File: src/rtl/dbr_pkg.sv
// Shared definitions for the two-rank code register.
// Assumes the first rank has exactly two byte lanes: lane 0 is the low byte, lane 1 the high byte.
package dbr_pkg;
    localparam int LANES   = 2;
    localparam int LANE_LO = 0;
    localparam int LANE_HI = 1;

    // Controls decoded to active-high write enables.
    typedef struct packed {
        logic hi_we;
        logic lo_we;
        logic upd_we;
    } dbr_we_t;

    // Convert the active-low control pins into active-high enables.
    function automatic dbr_we_t decode_ctrl(input logic sel_n, input logic hi_n,
                                            input logic lo_n, input logic upd_n);
        dbr_we_t w;
        w.hi_we  = !sel_n && !hi_n;
        w.lo_we  = !sel_n && !lo_n;
        w.upd_we = !sel_n && !upd_n;
        return w;
    endfunction
endpackage

File: src/rtl/dbr_ctrl_decode.sv
// Control decoder: turns the four active-low level controls into one write
// enable per byte lane and one update enable.
// Assumes the controls are stable around each rising clock edge.
module dbr_ctrl_decode
    import dbr_pkg::*;
(
    input  logic             sel_n,
    input  logic             hi_en_n,
    input  logic             lo_en_n,
    input  logic             upd_n,
    output logic [LANES-1:0] lane_we,
    output logic             upd_we
);
    dbr_we_t we;

    // Decode the control levels into active-high enables.
    always_comb begin
        we               = decode_ctrl(sel_n, hi_en_n, lo_en_n, upd_n);
        lane_we          = '0;
        lane_we[LANE_HI] = we.hi_we;
        lane_we[LANE_LO] = we.lo_we;
        upd_we           = we.upd_we;
    end
endmodule

File: src/rtl/dbr_byte_rank.sv
// First rank: one enabled register per byte lane.
// Each lane samples its slice of the bus on every edge while its enable is held.
// The output rank_next gives the value the rank takes at the coming edge, so the
// second rank can pass data through in the same cycle.
// Assumes a synchronous active-low reset.
module dbr_byte_rank #(
    parameter int BYTE_W = 8,
    parameter int LANES  = 2,
    localparam int DATA_W = BYTE_W * LANES
) (
    input  logic              clk,
    input  logic              rst_n,
    input  logic [LANES-1:0]  lane_we,
    input  logic [DATA_W-1:0] bus_in,
    output logic [DATA_W-1:0] rank_q,
    output logic [DATA_W-1:0] rank_next
);
    for (genvar g = 0; g < LANES; g++) begin : g_lane
        // Select the new bus byte when this lane is enabled, otherwise keep it.
        always_comb begin
            rank_next[g*BYTE_W +: BYTE_W] = lane_we[g] ? bus_in[g*BYTE_W +: BYTE_W]
                                                       : rank_q[g*BYTE_W +: BYTE_W];
        end

        // Hold this lane's byte, cleared by reset.
        always_ff @(posedge clk) begin
            if (!rst_n) rank_q[g*BYTE_W +: BYTE_W] <= '0;
            else        rank_q[g*BYTE_W +: BYTE_W] <= rank_next[g*BYTE_W +: BYTE_W];
        end
    end
endmodule

File: src/rtl/dbr_dac_stage.sv
// Second rank: the full-width code register that drives the converter.
// While upd_we is held it copies the first rank's next value on every edge.
// Assumes a synchronous active-low reset.
module dbr_dac_stage #(
    parameter int DATA_W = 16
) (
    input  logic              clk,
    input  logic              rst_n,
    input  logic              upd_we,
    input  logic [DATA_W-1:0] src,
    output logic [DATA_W-1:0] code_q
);
    // Load the code from the first rank while the update is enabled.
    always_ff @(posedge clk) begin
        if (!rst_n)      code_q <= '0;
        else if (upd_we) code_q <= src;
    end
endmodule

File: src/rtl/dbr_code_reg.sv
// Top level: two-rank, byte-loadable converter code register.
// The first rank holds the high and low bytes. The second rank holds the code
// sent to the converter.
// Assumes all controls and the bus are synchronous to clk.
module dbr_code_reg #(
    parameter int BYTE_W = 8,
    localparam int DATA_W = BYTE_W * dbr_pkg::LANES
) (
    input  logic              clk,
    input  logic              rst_n,
    input  logic              sel_n,
    input  logic              hi_en_n,
    input  logic              lo_en_n,
    input  logic              upd_n,
    input  logic [DATA_W-1:0] bus_in,
    output logic [DATA_W-1:0] code_out
);
    logic [dbr_pkg::LANES-1:0] lane_we;
    logic                      upd_we;
    logic [DATA_W-1:0]         rank_q;
    logic [DATA_W-1:0]         rank_next;

    dbr_ctrl_decode u_dec (
        .sel_n   (sel_n),
        .hi_en_n (hi_en_n),
        .lo_en_n (lo_en_n),
        .upd_n   (upd_n),
        .lane_we (lane_we),
        .upd_we  (upd_we)
    );

    dbr_byte_rank #(.BYTE_W(BYTE_W), .LANES(dbr_pkg::LANES)) u_rank (
        .clk       (clk),
        .rst_n     (rst_n),
        .lane_we   (lane_we),
        .bus_in    (bus_in),
        .rank_q    (rank_q),
        .rank_next (rank_next)
    );

    dbr_dac_stage #(.DATA_W(DATA_W)) u_dac (
        .clk    (clk),
        .rst_n  (rst_n),
        .upd_we (upd_we),
        .src    (rank_next),
        .code_q (code_out)
    );
endmodule

File: config.mk
export PLATFORM = sky130hd
export DESIGN_NAME = dbr_code_reg
export DESIGN_NICKNAME = d
export VERILOG_FILES = /design/src/rtl/dbr_pkg.sv /design/src/rtl/dbr_ctrl_decode.sv /design/src/rtl/dbr_byte_rank.sv /design/src/rtl/dbr_dac_stage.sv /design/src/rtl/dbr_code_reg.sv
export SDC_FILE = /design/constraint.sdc
export NUM_CORES = 1
export LEC_CHECK = 0
export CORE_ASPECT_RATIO = 0.5
export CORE_MARGIN = 10
export CORE_UTILIZATION = 45
export DETAILED_ROUTE_END_ITERATION = 8
export DONT_BUFFER_PORTS = 1
export PLACE_DENSITY_LB_ADDON = 0.1
export SETUP_SLACK_MARGIN = 0.3
export SYNTH_ARGS = -nofsm -noshare
export SYNTH_HDL_FRONTEND = slang
export SYNTH_HIERARCHICAL = 1
export SYNTH_SLANG_ARGS = --single-unit
File: constraint.sdc
create_clock -name clk -period 2.7 [get_ports clk]
set_input_delay 0.27 -clock clk [delete_from_list [all_inputs] [get_ports clk]]
set_output_delay 0.27 -clock clk [all_outputs]
set_load 0.03 [all_outputs]
After elaboration in Yosys (flattened, before gate mapping)
Index checks and enable logic that the tools add are counted.
{"block": "word_totals", "register_bits": 32, "inputBits": 22, "word_cells": 12}
{"block": "op_classes", "n_mux": 2, "n_reduce_logical": 7}
{"operator": "8-bit two-way mux", "count": 2}
{"operator": "1-bit zero test", "count": 4}
{"operator": "1-bit logical AND", "count": 3}

Logic depth before layout (Yosys ltp)
{"block": "logic_depth", "word_depth": 3, "ltp_mapped": 5, "ltp_nobuf": 4}

Cells and area by module
The synthesis kept the hierarchy.
{"module": "dbr_byte_rank", "n_inst": 1, "cells_each": 51, "area_per_inst_um2": 691.9}
{"module": "dbr_dac_stage", "n_inst": 1, "cells_each": 51, "area_per_inst_um2": 615.6}
{"module": "dbr_ctrl_decode", "n_inst": 1, "cells_each": 3, "area_per_inst_um2": 11.3}

Worst setup path before layout
Ideal clock, no wire load.
{"block": "synth_path", "path_type": "input to register", "from": "input port sel_n", "to": "register u_dac.code_q[11]", "arrival_ps": 1013, "t_required_ps": 2584, "setup_slack_ps": 1571, "path_stages": 5, "path_buffers": 1, "path_cell_list": "nor2_1 buf_6 mux2_4 mux2i_1 nor2b_1"}
{"block": "synth_via", "elab_chain_len": 3, "word_cells_on_any_way": 4, "cone_classes": "mux: 1; reduce/logical: 3"}
{"element": "from (decl)", "line_no": "dbr_code_reg.sv:11", "source": "input logic sel_n,"}
{"element": "1-bit zero test", "line_no": "dbr_pkg.sv:19", "source": "w.hi_we = !sel_n && !hi_n;"}
{"element": "1-bit logical AND", "line_no": "dbr_pkg.sv:19"}
{"element": "8-bit two-way mux", "line_no": "dbr_byte_rank.sv:21", "source": "rank_next[g*BYTE_W +: BYTE_W] = lane_we[g] ? bus_in[g*BYTE_W +: BYTE_W]"}
{"element": "via rank_next[11]", "line_no": "dbr_code_reg.sv:21", "source": "logic [DATA_W-1:0] rank_next;"}
{"element": "to (signal assigned)", "line_no": "dbr_dac_stage.sv:16", "source": "else if (upd_we) code_q <= src;"}
{"element": "to (decl)", "line_no": "dbr_dac_stage.sv:11", "source": "output logic [DATA_W-1:0] code_q"}
The timed path passes the listed nets, and every way through them passes these cells.
A chain may end at the register's enable or synchronous reset.

Worst setup path after layout
{"block": "layout_path", "from": "register u_dac.code_q[3]", "to": "output port code_out[3]"}
{"element": "to (decl)", "line_no": "dbr_code_reg.sv:16", "source": "output logic [DATA_W-1:0] code_out"}
No word-level cell between the ends.

==> run summary <==
The TritonCTS buffer count is 5. The sum of overflow across all layers after global routing is 0. The number of nets in the layout is between 100 and 150. The via density per instance came out at 4.816. The total negative slack for setup checks came out at 0 ns.

The number of primary I/O pins came out at 38. The clock arrives with just over 0.0007 ns of skew. The share of the Yosys chip area taken by registers is 0.4858. Entering global routing, the biggest net connects 33 pins. Measured against its own limit, the worst slew margin works out to 0.7628. The count of input and output buffers came out at 0. In the synthesized netlist, the number of instances is approximately 110. The total cell area at the placement stage is 1329 sq um.

The H-tree depth came out at 2. The standby leakage power came out at 0.5667 nW. The clock passes through at most 2 buffers. Before CTS, the worst setup slack after placement is approximately 1.4 ns. The number of iterations in the first detailed-routing pass came out at 3. The leading cell type in the layout, fill and taps excluded is dfxtp_1. TritonCTS built the clock tree. Measured along the y axis, the die boundary spans 58.28 um.

The clock transition at the registers of the reported paths is approximately 0.060 ns. The areal power density over the cells came out at 678.0 nW/um^2. The final worst hold slack came out at 0.1209 ns. For this configuration, the core starts out at a cell density of 0.4884. The final number of max-transition violations is 0. The total count of hold-check failures in the final report is 0. With fillers left out, the area of the finished cells amounts to 1419 sq um. The initial antenna violation count came to 0.

Gates resized during post-CTS repair numbered 0. The measured slew at the worst slew-check pin came out at 0.3552 ns. The average footprint of a synthesized cell is between 10 and 15 sq um. In the final layout, the share of cells above drive strength 1 is 0.2545.

The path category of the worst min-delay check is in -> reg. Data arrives at the worst endpoint at 0.80 ns. The die area came out at 5628 sq um. The wire-length estimate of the detail-placed layout is 1893 um. After detailed routing, the number of remaining DRC violations is 0. The netlist uses 10 different library cells. The largest voltage drop on the vdd net is 313.7 uV. The total vias in the final route is about 700. The setup slack after layout is ~1.6 ns.

The number of global-route vias before repair is 765. The number of setup violations in the final report came out at 0. The signed area change from the synthesized netlist to the final layout is 7.590%.

The clock sink count is 32. The global-route wire length before repair is 3974 um. In the layout the commonest cells are dfxtp_1, mux2i_1, nor2b_1, mux2_4, and2_1.

STA classifies the critical path endpoint as an output pin. The run finished with clean final reports. The number of antenna cells inserted is 0.

The number of rows created at floorplan is 13. The worst-path maximum fanout came out at 2. The post-synthesis instance area is 1319 sq um. For the worst-skew pair, the clock arrives at the later sink with an insertion delay of 0.27 ns. The total setup buffers inserted after CTS came out at 0. The hold buffer count at cts came out at 0. Setup repair after global routing left no endpoint under its margin. In this run, synthesis produced a sequential element count of 32.

The final critical-path share of the clock period came out at 0.3967. The net count after synthesis came out at roughly 130. After floorplanning, the core was sized to cover between 2000 and 3000 sq um. The iteration-0 DRC count of the detailed router came out at 11. The kind of launch point of the worst setup path is a flip-flop. The required arrival time at the worst endpoint is 2.43 ns. The max-cap violation count is 0. The clock tree root buffer cell is clkbuf_8. The maximum clock frequency came out at 933.5 MHz. The overall track demand over capacity in global routing is 0.09529. The worst setup path is of the reg -> out kind.

The final weighted congestion of routability-driven global placement is 0.7485. The number of warnings reported in the yosys synthesis log is 6. Subtracting the final worst setup slack from the clock period gives 1.071 ns.

The residual antenna-violating net count after detailed routing is 0. The die is 96.56 um wide. In the final routed layout, each cell accounts on average for 17.63 um. The aggregate routed wire length is 2591 um. Summing internal, switching and leakage power gives 0.9620 mW.
-- stage by stage --
| step | std cells | utilization |
|---|---|---|
| after global placement | 139 | 0.4921 |
| after floorplan | 105 | - |
| after detailed placement | 139 | 0.4921 |
| after CTS | 147 | 0.5255 |
| after global routing | 147 | 0.5255 |
| final | 147 | 0.5255 |
-- state kept, by name, summed over array words and instances (netlist names) --
signal and flops:
u_rank/rank_q 16, u_dac/code_q 16
-- synth_stat cells --
library cell	number	area, sq um
mux2i_1	16	160.2
buf_6	3	33.78
dfxtp_1	32	640.6
nor2b_1	16	100.1
and2_1	14	87.58
buf_12	1	20.02
clkbuf_1	2	7.510
mux2_4	16	240.2
nor2_1	3	11.26
and2_4	2	17.52
-- report_power, final --
part	total [mW]	internal (mW)	switching, mW
clock network	0.365	0.208	0.158
registers	0.515	0.491	0.0238
logic	0.0814	0.0512	0.0303
total	0.962	0.750	0.212
-- cell families after synthesis --
group         count (synthesis)  synth area share
buf+inv                       6           0.04649
simple gates                 35            0.1641
flops                        32            0.4858
mux                          32            0.3036
-- routing by layer --
layer	track usage	wire length [um]
met1	0.09708	1059
met2	0.1439	1150
met3	0.07574	369
met4	0.03704	11
met5	0	0
-- layout make-up --
cell class / instances / area, sq um
Multi-Input combinational cell: 67 / 619.3
Fill cell: 249 / 1281
Sequential cell: 32 / 640.6
Timing Repair Buffer: 3 / 22.52
Clock buffer: 8 / 90.09
Tap cell: 37 / 46.29
-- path summary, 6_finish.rpt --
kind                                  startpoint          endpoint  slack [ns]  depth (start not counted)
worst max-delay path             u_dac/code_q[3]       code_out[3]        1.63                          0
worst min-delay path                       rst_n  u_rank/rank_q[9]        0.12                          1
worst max register to register  u_rank/rank_q[3]   u_dac/code_q[3]        1.79                          3
worst min register to register  u_rank/rank_q[0]  u_rank/rank_q[0]        0.58                          2
-- worst reg2reg max path, cell delays in order (launching register included) --
cell and delay [ns]:
dfxtp_1 0.30, mux2_4 0.27, mux2i_1 0.18, nor2b_1 0.06
Power figures use the tool's default switching activity.
